### src/rtl/fastlock_pkg.sv
package fastlock_pkg;
    typedef enum logic {
        ST_IDLE  = 1'b0,
        ST_BOOST = 1'b1
    } fl_state_t;
endpackage

### src/rtl/fl_rise_trig.sv
module fl_rise_trig (
    input  logic clk,
    input  logic rst_n,
    input  logic pll_en,
    input  logic freq_change,
    input  logic fast_en,
    output logic trig
);
    logic pll_en_q;

    always_ff @(posedge clk or negedge rst_n) begin
        if (!rst_n) pll_en_q <= 1'b0;
        else        pll_en_q <= pll_en;
    end

    always_comb begin
        trig = fast_en && pll_en && (freq_change || !pll_en_q);
    end
endmodule

### src/rtl/fl_period_timer.sv
module fl_period_timer #(
    parameter int CNT_W = 13
) (
    input  logic             clk,
    input  logic             rst_n,
    input  logic             load,
    input  logic [CNT_W-1:0] load_len,
    input  logic             dec,
    output logic             expire
);
    localparam logic [CNT_W-1:0] ONE = CNT_W'(1);
    logic [CNT_W-1:0] remain;
    logic [CNT_W-1:0] start_val;

    always_comb begin
        start_val = (load_len == '0) ? ONE : load_len;
        expire    = dec && !load && (remain == ONE);
    end

    always_ff @(posedge clk or negedge rst_n) begin
        if (!rst_n)                  remain <= ONE;
        else if (load)               remain <= start_val;
        else if (dec && remain > ONE) remain <= remain - ONE;
    end
endmodule

### src/rtl/fl_current_weight.sv
module fl_current_weight #(
    parameter int CODE_W = 4
) (
    input  logic [CODE_W-1:0] code,
    output logic [CODE_W:0]   weight
);
    localparam int WT_W = CODE_W + 1;
    logic [WT_W-1:0] step;

    always_comb begin
        step = WT_W'(code[CODE_W-2:0]) + WT_W'(1);
        if (code[CODE_W-1]) weight = WT_W'(1);
        else                weight = step << 1;
    end
endmodule

### src/rtl/fastlock_ctrl.sv
module fastlock_ctrl
    import fastlock_pkg::*;
#(
    parameter int CNT_W  = 13,
    parameter int CODE_W = 4
) (
    input  logic              clk,
    input  logic              rst_n,
    input  logic              pfd_tick,
    input  logic              freq_change,
    input  logic              pll_en,
    input  logic              fast_en,
    input  logic [CNT_W-1:0]  fast_len,
    input  logic [CODE_W-1:0] cp_norm,
    input  logic [CODE_W-1:0] cp_boost,
    output logic [CODE_W-1:0] cp_code,
    output logic              loop_sw,
    output logic              busy,
    output logic [CODE_W:0]   cp_weight
);
    fl_state_t state, state_nx;
    logic trig, expire, dec, active;

    fl_rise_trig u_trig (
        .clk(clk), .rst_n(rst_n), .pll_en(pll_en),
        .freq_change(freq_change), .fast_en(fast_en), .trig(trig)
    );

    assign dec = (state == ST_BOOST) && pfd_tick;

    fl_period_timer #(.CNT_W(CNT_W)) u_timer (
        .clk(clk), .rst_n(rst_n), .load(trig), .load_len(fast_len),
        .dec(dec), .expire(expire)
    );

    always_comb begin
        state_nx = state;
        unique case (state)
            ST_IDLE: begin
                if (trig) state_nx = ST_BOOST;
            end
            ST_BOOST: begin
                if (!fast_en || !pll_en) state_nx = ST_IDLE;
                else if (trig)           state_nx = ST_BOOST;
                else if (expire)         state_nx = ST_IDLE;
            end
        endcase
    end

    always_ff @(posedge clk or negedge rst_n) begin
        if (!rst_n) state <= ST_IDLE;
        else        state <= state_nx;
    end

    always_comb begin
        active  = (state == ST_BOOST) && fast_en && pll_en;
        busy    = active;
        loop_sw = active;
        cp_code = active ? cp_boost : cp_norm;
    end

    fl_current_weight #(.CODE_W(CODE_W)) u_weight (
        .code(cp_code), .weight(cp_weight)
    );
endmodule

### config.mk
export PLATFORM = sky130hd
export DESIGN_NAME = fastlock_ctrl
export DESIGN_NICKNAME = d
export VERILOG_FILES = /design/src/rtl/fastlock_pkg.sv /design/src/rtl/fl_rise_trig.sv /design/src/rtl/fl_period_timer.sv /design/src/rtl/fl_current_weight.sv /design/src/rtl/fastlock_ctrl.sv
export SDC_FILE = /design/constraint.sdc
export NUM_CORES = 1
export LEC_CHECK = 0
export ABC_AREA = 1
export CAP_MARGIN = 20
export CORE_MARGIN = 3
export CORE_UTILIZATION = 26
export CTS_BUF_LIST = sky130_fd_sc_hd__clkbuf_16
export CTS_CLUSTER_DIAMETER = 200
export DETAILED_ROUTE_END_ITERATION = 7
export DONT_BUFFER_PORTS = 1
export SYNTH_ARGS = -nofsm -noshare
export SYNTH_HDL_FRONTEND = slang
export SYNTH_SLANG_ARGS = --single-unit
### constraint.sdc
create_clock -name clk -period 4 [get_ports clk]
set_input_delay 0.6 -clock clk [delete_from_list [all_inputs] [get_ports clk]]
set_output_delay 0.6 -clock clk [all_outputs]
set_load 0.05 [all_outputs]
After elaboration in Yosys (flattened, before gate mapping)
Index checks and enable logic that the tools add are counted.

cells by class
  $add $sub $neg = 2
  multiply operators = 0
  divide/modulo/power cells = 0
  order comparisons = 1
  eq/ne operators = 1
  shift operators = 0
  multiplexer cells = 10
  bitwise gates (word level) = 1
  reduce and logical (&&, ||, !) cells = 16

operators with widths
  operator                                                        number
  two-way mux 13 bit                                              3
  equality test 13 x 1 -> 1 bit, second input constant            1
  greater-than comparator 13 x 1 -> 1 bit, second input constant  1
  logical NOT 13 bit                                              1
  subtractor 13 x 1 -> 13 bit, second input constant              1
  logical AND 1 bit                                               8
  two-way mux 5 bit                                               1
  adder 3 x 1 -> 4 bit, second input constant                     1
  logical NOT 1 bit                                               4
  two-way mux 1 bit                                               4
  two-way mux 4 bit                                               1
  logical OR 1 bit                                                2
  one-hot mux 1 bit (2 select lines)                              1
  nonzero test 2 bit                                              1
  inverter 1 bit                                                  1

storage, ports and cells
  bits in registers = 15
  latch bits = 0
  memory bits (writable) = 0
  ROM bits = 0
  output and inout bits = 11
  memories = 0

Depth between registers and ports, before layout
  word-level depth = 10
  gate-level depth with buffers = 10
  depth with buffers taken out = 10

Cells and area by module
From an unflattened synthesis, not the netlist that was laid out.

second synthesis, totals
  cells, all modules = 224
  area total of the unflattened synthesis = 1328.8 µm²

modules (own cells, without submodules)
  module             times used  cells each  area each (µm²)  seq. area each (µm²)
  fl_period_timer    1           181         1089.8           326.6
  fastlock_ctrl      1           27          138.9            25.0
  fl_current_weight  1           12          58.8             0.0
  fl_rise_trig       1           4           41.3             25.0

Least setup slack after synthesis
No wires, ideal clock.

  path kind = input -> output
  start point = input port pll_en
  end point = output port cp_weight[4]
  arrival = 2891 ps
  setup slack = 509 ps
  stages on the path = 8
  path buffers = 0
  cells stage by stage = nand2_1 -> inv_1 -> nand2_1 -> inv_1 -> nand2_1 -> nand2_1 -> nand2_1 -> nor3_1

on the way
  longest elaborated chain between the ends = 4

RTL lines
  what                  RTL line                 RTL
  from (decl)           fastlock_ctrl.sv:11      input logic pll_en,
  logical AND 1 bit     fastlock_ctrl.sv:56      active = (state == ST_BOOST) && fast_en && pll_en;
  named net busy        fastlock_ctrl.sv:18      output logic busy,
  two-way mux 4 bit     fastlock_ctrl.sv:59      cp_code = active ? cp_boost : cp_norm;
  named net cp_code[0]  fastlock_ctrl.sv:16      output logic [CODE_W-1:0] cp_code,
  adder 3 x 1 -> 4 bit  fl_current_weight.sv:11  step = WT_W'(code[CODE_W-2:0]) + WT_W'(1);
  two-way mux 5 bit     fl_current_weight.sv:12  if (code[CODE_W-1]) weight = WT_W'(1);
  to (decl)             fastlock_ctrl.sv:19      output logic [CODE_W:0] cp_weight

The timed path passes the listed nets, and every way through them passes these cells.

Worst setup path after layout
  start point = input port pll_en
  end point = output port cp_weight[3]

on the way
  longest elaborated chain between the ends = 4

RTL lines
  what                  RTL line
  logical AND 1 bit     fastlock_ctrl.sv:56
  two-way mux 4 bit     fastlock_ctrl.sv:59
  named net cp_code[0]  fastlock_ctrl.sv:16
  adder 3 x 1 -> 4 bit  fl_current_weight.sv:11
  two-way mux 5 bit     fl_current_weight.sv:12

The timed path passes the listed nets, and every way through them passes these cells.

==> impl_metrics.ini <==
[cts]
cts_setup_buffers = 0
cts_hold_buf = 0
cts_resized = 0
clockBufferDepth = 2
clk_latency_ns = 0.25
path_clk_slew_ns = 0.05
cts_tree = built
numCtsBuffers = 3
htree_levels = 1
cts_root_buffer = clkbuf_16
cts_sinks = 15

[finish]
mostFrequentLayoutCells = nand2_1 (70), inv_1 (28), nand3_1 (25), nor2_1 (23), dfrtp_1 (14)
drive_gt1_share_pct = 13.6
post-route-util_pct = 30.8
final_nets = 245
finalNonFillerCells = 281
layout_commonest_cell = nand2_1
synthToLayoutAreaGrowth_pct = 12.8
final_area_mm2 = 0.00148
antenna_cells = 0

[floorplanning]
initial_core_util_pct = 27.3
fp.dieArea_mm2 = 0.00595
fp.coreArea_mm2 = 0.00482
rows = 25
pin_count = 38
die-height_um = 77.1
die_x_um = 77.1

[global_routing]
gr-usage-all-layers_pct = 11.1
grt_max_degree = 28
grt_overflow = 0
grt_pass1_wl_um = 5460
antenna_found_initial = 0
grt_pass1_vias = 1254

[synth]
synth_edf_count = 0
ys.flop_type = dfrtp_1
syn_avg_cell_area_um2 = 6.26
synth_cell_types = 26
async_flop_share_pct = 100
netlist_area_mm2 = 0.00132
netlist_instances = 210
yosysSeqAreaShare_pct = 28.6
yosys_warnings = 0
syn_nets = 240
ys_ff_latch = 15

[setup_path]
crit_family = simple AND/OR/NAND/NOR gates
crit_fanout = 7
worstPathCellList = nand2_1 -> inv_1 -> nand2_1 -> inv_1 -> buf_4 -> nand2_1 -> nand2_1 -> ha_1 -> xnor2_1 -> nor2_1 -> buf_4
start_kind = input port
r2r-end = u_timer.remain[6]
critPathRequiredTime_ns = 3.40
crit_start = pll_en
arrival_ns = 2.41
endpoint_kind = output pin
crit_type = input port to output pin
path_common_cell = nand2_1
rr_worst_depth = 10
critPathBufInv = 4
crit_path_max_incr_delay_ns = 0.37
worstReg2RegStart = u_timer.remain[0]
rrSetupSlack_ns = 2.28
worst_path_max_delay_cell = ha_1

[route]
ant_nets = 0
vias = 1255
drt_first_iter_violations = 91
routed_wl_um = 3110
viasPerCell = 4.47
routedWlPerCell_um = 11.1
firstDrtPassIters = 4
drc = 0

[power_and_ir_drop]
power_frac_comb_pct = 48.5
leakage_nw = 0.779
p_sw_uw = 426
p_sw_share_pct = 45.9
power_frac_clock_pct = 21.1
total_power_uw = 928
vdd_drop_max_v = 0.000196
power.internal_uw = 502
power.density_mw_per_mm2 = 625
seqPwrFrac_pct = 30.4

[sta]
fin_crit_ns = 3.01
tns_ns = 0
hold_viol = 0
drv_slew = 0
fmax_mhz = 332
worst_pin_slew_ns = 0.553
fin_worst_skew_ns = 0.00593
final-setup-viol-count = 0
fin_crit_sh_pct = 75.3
max_slew_margin_pct = 63.1
rsz0062_at_grt = no

[placement]
post-dp-hpwl_um = 2410
port_buffers = 0
dpl.cell_count = 277
dpl_cell_area_mm2 = 0.00141
gp_congestion = 0.816

[flow_run]
cap_violations = 0

[min_path]
min_path_type = input port to asynchronous set/reset pin

[outcome]
status = finished, final reports clean
## worst max path at each step
| stage | to | slack, ns | cells after the start |
|---|---|---|---|
| after floorplan | cp_weight[4] | 0.51 | 8 |
| after global placement | cp_weight[3] | 1.02 | 11 |
| after detailed placement | cp_weight[3] | 0.98 | 11 |
| after CTS | cp_weight[3] | 0.98 | 11 |
| after global routing | cp_weight[3] | 0.78 | 11 |
| final | cp_weight[3] | 0.99 | 11 |
## through the flow
step                hold slack [ns]  worst slack, ns
floorplan                     0.304            0.509
global placement              0.305             1.02
detailed placement            0.305            0.981
CTS                          0.0368            0.976
global route                 0.0354            0.783
finish                       0.0418            0.987
## routing by layer
metal	routed length (um)	vias to the layer above	track usage, %
li1	-	666	-
met1	1530	556	14.7
met2	1420	30	18.1
met3	144	3	3.17
met4	17	0	2.31
met5	0	-	0
## state kept, by name, summed over array words and instances (netlist names)
name,cells
u_trig.pll_en_q,1
u_timer.remain,13
state,1
## power by group through the flow
stage          Clock [mW]  Sequential, mW  Combinational [mW]
3_5_place_dp            0           0.283               0.451
3_3_place_gp            0           0.282               0.448
6_report            0.195           0.282               0.450
5_1_grt             0.205           0.293               0.530
4_1_cts             0.201           0.280               0.456
2_1_floorplan           0           0.267               0.386
## final cells by class
cell class,count,area (um2)
fill,561,3330
clock buffer,3,75.1
inverter,27,101
sequential,15,377
clock inverter,1,3.75
timing repair buffer,6,45.0
multi-input combinational,162,798
tap,67,83.8
## kinds of logic (layout without fill, tap and decap cells)
kind of cell | count (synthesis) | count (layout) | share of synthesized area, %
compound gates | 20 | 20 | 8.66
xor+xnor | 2 | 2 | 1.33
flops | 15 | 15 | 28.6
buf+inv | 33 | 37 | 10.7
fa+ha+maj | 3 | 3 | 2.85
simple gates | 137 | 137 | 47.9
## cells in the mapped netlist, types with 3 or more instances
| library cell | count | share of area (%) |
|---|---|---|
| dfrtp_1 | 14 | 27 |
| nor2_2 | 5 | 2.4 |
| ha_1 | 3 | 2.9 |
| o21ai_0 | 13 | 4.9 |
| inv_1 | 27 | 7.7 |
| nand2_1 | 70 | 20 |
| nand3_1 | 25 | 9.5 |
| nand2_2 | 4 | 1.9 |
| nor2_1 | 23 | 6.6 |
## worst register-to-register path, delay by kind of cell, from the launching register on
family / cells / cell delay [ns]
simple gates: 6 / 0.55
buf+inv: 2 / 0.22
compound gates: 1 / 0.09
fa+ha+maj: 1 / 0.23
flops: 1 / 0.53
Power figures use the tool's default switching activity.
